`src/rtl/evs_pkg.sv`:
```
package evs_pkg;

    localparam int WORD_W = 16;

    typedef enum logic [1:0] {
        PH_ACQ  = 2'd0,
        PH_CONV = 2'd1,
        PH_HOLD = 2'd2,
        PH_READ = 2'd3
    } phase_e;

    typedef struct packed {
        logic [7:0] chan;
        logic [3:0] rsvd;
        logic [3:0] count;
    } hdr_t;

    function automatic logic even_par(input logic [WORD_W-1:0] w);
        return ^w;
    endfunction

    function automatic logic [WORD_W:0] frame_of(input logic [WORD_W-1:0] w);
        return {w, even_par(w)};
    endfunction

endpackage

```
`src/rtl/evs_chan.sv`:
```
module evs_chan
    import evs_pkg::*;
#(
    parameter int DEPTH = 8,
    localparam int CW = $clog2(DEPTH + 1),
    localparam int PW = $clog2(DEPTH)
) (
    input  logic              clk,
    input  logic              rst,
    input  logic              roll,
    input  logic              wr_en,
    input  logic [WORD_W-1:0] wr_data,
    input  logic              clr,
    input  logic [PW-1:0]     rd_slot,
    output logic [WORD_W-1:0] rd_data,
    output logic [CW-1:0]     cnt,
    output logic [PW-1:0]     ptr,
    output logic              full
);

    logic [WORD_W-1:0] mem [DEPTH];
    logic              store;

    assign full    = (cnt == CW'(DEPTH));
    assign store   = wr_en && !clr && (roll || !full);
    assign rd_data = mem[rd_slot];

    always_ff @(posedge clk) begin
        if (rst || clr) begin
            cnt <= '0;
            ptr <= '0;
        end else if (store) begin
            ptr <= ptr + 1'b1;
            if (roll)
                cnt <= (cnt >= CW'(DEPTH - 1)) ? CW'(DEPTH - 1) : cnt + 1'b1;
            else
                cnt <= cnt + 1'b1;
        end
    end

    always_ff @(posedge clk) begin
        if (store)
            mem[ptr] <= wr_data;
    end

    AST_CNT_LIMIT: assert property (@(posedge clk) disable iff (rst)
        cnt <= CW'(DEPTH));
    AST_ROLL_KEEP: assert property (@(posedge clk) disable iff (rst)
        (roll && wr_en && !clr) |=> (cnt <= CW'(DEPTH - 1)));
    AST_FULL_FREEZE: assert property (@(posedge clk) disable iff (rst)
        (!roll && full && !clr) |=> full);
    AST_CLEAR_EMPTY: assert property (@(posedge clk) disable iff (rst)
        clr |=> (cnt == '0));

endmodule

```
`src/rtl/evs_ctrl.sv`:
```
module evs_ctrl
    import evs_pkg::*;
#(
    parameter int CONV_CYCLES = 8,
    localparam int CCW = $clog2(CONV_CYCLES + 1)
) (
    input  logic   clk,
    input  logic   rst,
    input  logic   acq_start,
    input  logic   roll_mode,
    input  logic   any_full,
    input  logic   timeout,
    input  logic   rd_start,
    input  logic   rd_done,
    output phase_e phase,
    output logic   busy,
    output logic   accept,
    output logic   ser_start,
    output logic   clear_all
);

    logic           acq_q;
    logic [CCW-1:0] conv_cnt;
    logic           acq_fall;
    logic           stop_full;

    assign acq_fall  = acq_q && !acq_start;
    assign stop_full = !roll_mode && any_full;
    assign busy      = (phase == PH_CONV);
    assign accept    = (phase == PH_ACQ) && acq_start && !stop_full;
    assign ser_start = (phase == PH_HOLD) && rd_start;
    assign clear_all = (phase == PH_READ) && rd_done;

    always_ff @(posedge clk) begin
        if (rst) begin
            phase    <= PH_ACQ;
            acq_q    <= 1'b0;
            conv_cnt <= '0;
        end else begin
            acq_q <= acq_start;
            case (phase)
                PH_ACQ: begin
                    if (acq_fall || stop_full) begin
                        phase    <= PH_CONV;
                        conv_cnt <= '0;
                    end
                end
                PH_CONV: begin
                    if (timeout || conv_cnt == CCW'(CONV_CYCLES - 1))
                        phase <= PH_HOLD;
                    else
                        conv_cnt <= conv_cnt + 1'b1;
                end
                PH_HOLD: begin
                    if (rd_start)
                        phase <= PH_READ;
                end
                default: begin
                    if (rd_done)
                        phase <= PH_ACQ;
                end
            endcase
        end
    end

    AST_BUSY_ON_FALL: assert property (@(posedge clk) disable iff (rst)
        (phase == PH_ACQ && acq_q && !acq_start) |=> busy);
    AST_FULL_STOPS: assert property (@(posedge clk) disable iff (rst)
        (phase == PH_ACQ && !roll_mode && any_full) |=> busy);
    AST_TIMEOUT_DROP: assert property (@(posedge clk) disable iff (rst)
        (busy && timeout) |=> !busy);

endmodule

```
`src/rtl/evs_serial.sv`:
```
module evs_serial
    import evs_pkg::*;
#(
    parameter int NCH   = 4,
    parameter int DEPTH = 8,
    localparam int CW  = $clog2(DEPTH + 1),
    localparam int PW  = $clog2(DEPTH),
    localparam int CHW = (NCH > 1) ? $clog2(NCH) : 1
) (
    input  logic                    clk,
    input  logic                    rst,
    input  logic                    start,
    input  logic [NCH-1:0][CW-1:0]  cnt,
    input  logic [NCH-1:0][PW-1:0]  ptr,
    input  logic [WORD_W-1:0]       rd_word,
    output logic [CHW-1:0]          rd_ch,
    output logic [PW-1:0]           rd_slot,
    output logic                    sout,
    output logic                    sout_vld,
    output logic                    done
);

    logic           act_q;
    logic [CHW-1:0] ch_q;
    logic [CW-1:0]  widx_q;
    logic [4:0]     bidx_q;
    logic           done_q;

    logic [CHW-1:0] first_ch, nxt_ch;
    logic           first_ok, nxt_ok;
    hdr_t           hdr;
    logic [WORD_W-1:0] word;
    logic [WORD_W:0]   frame;

    always_comb begin
        first_ch = '0;
        first_ok = 1'b0;
        nxt_ch   = '0;
        nxt_ok   = 1'b0;
        for (int i = NCH - 1; i >= 0; i--) begin
            if (cnt[i] != '0) begin
                first_ch = CHW'(i);
                first_ok = 1'b1;
                if (i > int'(ch_q)) begin
                    nxt_ch = CHW'(i);
                    nxt_ok = 1'b1;
                end
            end
        end
    end

    always_comb begin
        hdr.chan  = 8'(ch_q);
        hdr.rsvd  = 4'd0;
        hdr.count = 4'(cnt[ch_q]);
        word      = (widx_q == '0) ? WORD_W'(hdr) : rd_word;
        frame     = frame_of(word);
    end

    assign rd_ch    = ch_q;
    assign rd_slot  = PW'(ptr[ch_q]) - PW'(widx_q);
    assign sout     = act_q && frame[5'd16 - bidx_q];
    assign sout_vld = act_q;
    assign done     = done_q;

    always_ff @(posedge clk) begin
        if (rst) begin
            act_q  <= 1'b0;
            ch_q   <= '0;
            widx_q <= '0;
            bidx_q <= '0;
            done_q <= 1'b0;
        end else begin
            done_q <= 1'b0;
            if (!act_q) begin
                if (start) begin
                    if (first_ok) begin
                        act_q  <= 1'b1;
                        ch_q   <= first_ch;
                        widx_q <= '0;
                        bidx_q <= '0;
                    end else begin
                        done_q <= 1'b1;
                    end
                end
            end else if (bidx_q == 5'd16) begin
                bidx_q <= '0;
                if (widx_q == cnt[ch_q]) begin
                    if (nxt_ok) begin
                        ch_q   <= nxt_ch;
                        widx_q <= '0;
                    end else begin
                        act_q  <= 1'b0;
                        done_q <= 1'b1;
                    end
                end else begin
                    widx_q <= widx_q + 1'b1;
                end
            end else begin
                bidx_q <= bidx_q + 1'b1;
            end
        end
    end

    AST_WORD_LIMIT: assert property (@(posedge clk) disable iff (rst)
        act_q |-> (widx_q <= cnt[ch_q]));
    AST_DONE_QUIET: assert property (@(posedge clk) disable iff (rst)
        done_q |-> !act_q);

endmodule

```
`src/rtl/evs_top.sv`:
```
module evs_top
    import evs_pkg::*;
#(
    parameter int NCH         = 4,
    parameter int DEPTH       = 8,
    parameter int CONV_CYCLES = 8
) (
    input  logic                  clk,
    input  logic                  rst,
    input  logic                  roll_mode,
    input  logic                  acq_start,
    input  logic                  timeout,
    input  logic [NCH-1:0]        hit,
    input  logic [NCH*WORD_W-1:0] evt_data,
    input  logic [NCH-1:0]        chn_clear,
    input  logic                  rd_start,
    output logic                  busy,
    output logic                  sout,
    output logic                  sout_vld,
    output logic                  rd_done
);

    localparam int CW  = $clog2(DEPTH + 1);
    localparam int PW  = $clog2(DEPTH);
    localparam int CHW = (NCH > 1) ? $clog2(NCH) : 1;

    phase_e                      phase;
    logic                        accept, ser_start, clear_all;
    logic [NCH-1:0][CW-1:0]      cnt_all;
    logic [NCH-1:0][PW-1:0]      ptr_all;
    logic [NCH-1:0][WORD_W-1:0]  dout_all;
    logic [NCH-1:0]              full_all;
    logic [CHW-1:0]              rd_ch;
    logic [PW-1:0]               rd_slot;
    logic [WORD_W-1:0]           rd_word;

    assign rd_word = dout_all[rd_ch];

    evs_ctrl #(.CONV_CYCLES(CONV_CYCLES)) u_ctrl (
        .clk       (clk),
        .rst       (rst),
        .acq_start (acq_start),
        .roll_mode (roll_mode),
        .any_full  (|full_all),
        .timeout   (timeout),
        .rd_start  (rd_start),
        .rd_done   (rd_done),
        .phase     (phase),
        .busy      (busy),
        .accept    (accept),
        .ser_start (ser_start),
        .clear_all (clear_all)
    );

    for (genvar i = 0; i < NCH; i++) begin : g_chan
        evs_chan #(.DEPTH(DEPTH)) u_chan (
            .clk     (clk),
            .rst     (rst),
            .roll    (roll_mode),
            .wr_en   (accept && hit[i]),
            .wr_data (evt_data[i*WORD_W +: WORD_W]),
            .clr     (clear_all || (chn_clear[i] && phase != PH_READ)),
            .rd_slot (rd_slot),
            .rd_data (dout_all[i]),
            .cnt     (cnt_all[i]),
            .ptr     (ptr_all[i]),
            .full    (full_all[i])
        );
    end

    evs_serial #(.NCH(NCH), .DEPTH(DEPTH)) u_ser (
        .clk      (clk),
        .rst      (rst),
        .start    (ser_start),
        .cnt      (cnt_all),
        .ptr      (ptr_all),
        .rd_word  (rd_word),
        .rd_ch    (rd_ch),
        .rd_slot  (rd_slot),
        .sout     (sout),
        .sout_vld (sout_vld),
        .done     (rd_done)
    );

    AST_VLD_IN_READ: assert property (@(posedge clk) disable iff (rst)
        sout_vld |-> (phase == PH_READ));
    AST_READ_NO_BUSY: assert property (@(posedge clk) disable iff (rst)
        (phase == PH_READ) |-> !busy);

endmodule

```
`config.mk`:
```
export PLATFORM = sky130hd
export DESIGN_NAME = evs_top
export DESIGN_NICKNAME = d
export VERILOG_FILES = /design/src/rtl/evs_pkg.sv /design/src/rtl/evs_chan.sv /design/src/rtl/evs_ctrl.sv /design/src/rtl/evs_serial.sv /design/src/rtl/evs_top.sv
export SDC_FILE = /design/constraint.sdc
export NUM_CORES = 1
export LEC_CHECK = 0
export BUFFER_PORTS_ARGS = -buffer_cell sky130_fd_sc_hd__buf_2
export CAP_MARGIN = 20
export CORE_MARGIN = 2
export CORE_UTILIZATION = 62
export CTS_BUF_LIST = sky130_fd_sc_hd__clkbuf_16
export DETAILED_ROUTE_END_ITERATION = 16
export GPL_ROUTABILITY_DRIVEN = 0
export PLACE_DENSITY = 0.8
export REMOVE_ABC_BUFFERS = 1
export SLEW_MARGIN = 20
export SYNTH_ARGS = -nofsm -noshare
export SYNTH_HDL_FRONTEND = slang
export SYNTH_SLANG_ARGS = --single-unit
```
`constraint.sdc`:
```
create_clock -name clk -period 7.4 [get_ports clk]
set_input_delay 1.11 -clock clk [delete_from_list [all_inputs] [get_ports clk]]
set_output_delay 1.11 -clock clk [all_outputs]
set_load 0.02 [all_outputs]
```
==> results.tsv <==
metric	value	unit
synth_warnings	0	
grt_first_pass_wirelength	80.0	mm
portBuffers	81	
maxSlewViolCount	0	
dpl.hpwl	31.6	mm
areaGrowthSynthToFinish	12.8	%
grt_pass1_vias	13100	
maxSlewHeadroom	33.2	%
routed.top_layer	met5	
fin_nets	1568	
yosysTopAreaCellShare	66.1	%
gr-total-overflow	0	
ios	82	
setup.worst_path.start_class	register	
worstPathArrival	5940	ps
wl	53.0	mm
hold_violations	0	
path_max_fanout	28	
ys_ff_latch	560	
routed-via-count	12900	
clkSinkCount	560	
multiInputGateArea	0.00662	mm²
drive_gt1_share	26.0	%
grtUsageTotal	28.2	%
first_pass_iters	5	
r2r_end	g_chan[0].u_chan.mem[3][5]	
route.met3.wl	5.23	mm
holdPathEnd	u_ctrl.conv_cnt[1]	
drt-met1-wl	20.1	mm
cp-end-kind	primary output	
rows	70	
timing.hold.ws	477	ps
worst_pin_slew	1000	ps
p_per_area	254	mW/mm²
drtIter0Drc	1414	
clock_latency	600	ps
clk_pin_slew	70	ps
final-seq-area	0.0163	mm²
die_w	198	µm
cts_buffer_depth	3	
reg2reg_slack	4070	ps
synth_area	0.0232	mm²
antenna_found_initial	7	
fillers	2187	
grt_max_degree	72	
synth_mux_area_share	14.5	%
fin_crit	7050	ps
htreeDepth	2	
synthFlopType	edfxtp_1	
status	completed	
finalNonFillerCells	1981	
period_share	95.3	%
cts_root_buf	clkbuf_16	
die_area	0.0391	mm²
seq_area_frac_synth	70.3	%
post_drt_wl_per_cell	26.7	µm
ys_async_sr_fraction	0	%
ys_types	63	
start_util	63.2	%
hold_class	reg2reg	
postRouteAntennaNets	0	
r2r_start	g_chan[3].u_chan.cnt[0]	
avgViaCountPerCell	6.54	
syn_inst	1340	
worst_hold_startpoint	u_ctrl.conv_cnt[1]	
yosys.area_share.simple	7.47	%
met2_wirelength	25.8	mm
crit_type	reg2out	
ff2ff_path_depth	11	
cp_data_required_time	6290	ps
ctsResizeCount	0	
cts_tree	yes	
synth_common_cells	edfxtp_1, mux4_2, nand2_1	
core-area	0.0368	mm²
cap_viol_max_count	0	
skew	22.3	ps
p_leak	8.77	nW
synth_compound_area_share	2.92	%
synth_top_family_by_area	multiplexers	
cts_made_buffers	53	
fmax	142	MHz
synth_edf_count	512	
drc	0	
placed_cells	1870	
synthAdderAreaFrac	1.38	%
fin_util	71.3	%
die_h	198	µm
syn_avg_cell_area	17.3	µm²
synth_xor_area_share	1.59	%
yosysTopAreaCell	edfxtp_1	
rsz0062_at_grt	no	
setup_viol	0	
min_delay_path_depth	2	
yosys-top-cells-area	edfxtp_1, mux4_2, dfxtp_1	
synth_most_common_cell	edfxtp_1	
vdd_drop_max	0.000188	V
## through the flow
step           area (µm²)  setup TNS [ps]  worst slack, ps  power, mW
3_5_place_dp        24500               0             1060       4.10
5_1_grt             26200               0             94.6       6.86
4_1_cts             26100               0              305       6.70
2_1_floorplan       22900           -2220            -2220       3.95
3_3_place_gp        24500               0             1100       4.08
6_report            26200               0              349       6.66
## power breakdown
| group | leakage, nW | internal, mW | switching, mW |
|---|---|---|---|
| clock network | 0.873 | 1.48 | 1.14 |
| logic | 2.90 | 0.222 | 0.293 |
| registers | 5.00 | 3.49 | 0.0267 |
## final cells by class
cell class	count	area share, %
flip-flops and latches	560	62.3
multi-input cells	689	25.2
clock buffers	55	5.25
repair buffers	136	3.41
well taps	468	2.23
clock inverters	45	1.19
inverters	25	0.358
diodes	3	0.0286
## sequential cells by signal (all words and copies together) (netlist names)
name               cells
g_chan.u_chan.mem    512
u_ctrl.acq_q           1
u_ser.bidx_q           5
u_ser.done             1
g_chan.u_chan.cnt     16
u_ctrl.conv_cnt        4
u_ser.rd_ch            2
u_ser.widx_q           4
g_chan.u_chan.ptr     12
u_ser.sout_vld         1
u_ctrl.phase           2
## worst max-delay path, stage by stage, from the launching register on
cell,delay [ps]
dfxtp_1,360
buf_4,330
mux4_2,570
fa_4,460
xnor2_2,420
xnor2_4,170
buf_4,430
nand2_1,170
a31oi_1,630
nand4_1,350
xnor2_1,310
xnor3_1,270
xnor3_1,240
o211ai_2,90
a21boi_1,290
buf_2,240
## cell usage in the layout, fill, tap and decap left out, types with 5 or more instances in the layout
| master | count |
|---|---|
| edfxtp_1 | 512 |
| mux4_2 | 138 |
| nand2_1 | 133 |
| nor2_1 | 82 |
| buf_2 | 81 |
| clkbuf_16 | 55 |
| buf_4 | 49 |
| dfxtp_1 | 48 |
| inv_1 | 37 |
| nand3_1 | 34 |
| mux2i_1 | 25 |
| ha_1 | 23 |
| a21oi_1 | 21 |
| nand2b_1 | 18 |
| xnor2_1 | 17 |
| o21ai_0 | 15 |
| nor3_1 | 14 |
| nor3_2 | 14 |
| a31oi_1 | 13 |
| clkinv_1 | 13 |
| xor2_1 | 12 |
| clkinv_2 | 11 |
| nand4_1 | 10 |
| and2_1 | 9 |
| a211oi_1 | 8 |
| nor2b_1 | 7 |
| and3_1 | 7 |
| a32oi_1 | 6 |
| buf_12 | 6 |
| nand3b_1 | 5 |
| or2_2 | 5 |
| a22oi_1 | 5 |
| nor3b_1 | 5 |
## logic make-up after synthesis
kind of cell | Yosys count
simple gates | 366
flops | 560
compound gates | 100
xor+xnor | 34
buf+inv | 91
fa+ha+maj | 25
mux | 164
## how the worst max path moves through the flow
stage | from | endpoint | slack (ps) | cells past startpoint
global route | u_ser.rd_ch[0] | sout | 90 | 15
global placement | g_chan[0].u_chan.ptr[0] | sout | 1100 | 18
finish | u_ser.rd_ch[0] | sout | 350 | 15
CTS | u_ser.rd_ch[0] | sout | 310 | 15
detailed placement | u_ser.rd_ch[0] | sout | 1060 | 16
floorplan | u_ser.rd_ch[0] | sout | -2220 | 12
## what timing repair did
item	in CTS	in global routing
setup buffers	0	8
endpoints found under the setup margin	0	1
hold buffers	0	0
## per-layer routing
layer | global-route usage [%] | vias to the layer above
met5 | 0 | -
met4 | 10.7 | 8
met3 | 6.47 | 130
met2 | 45.0 | 694
met1 | 38.7 | 6574
li1 | - | 5540
Note: power is estimated with default switching activity, not from simulation.
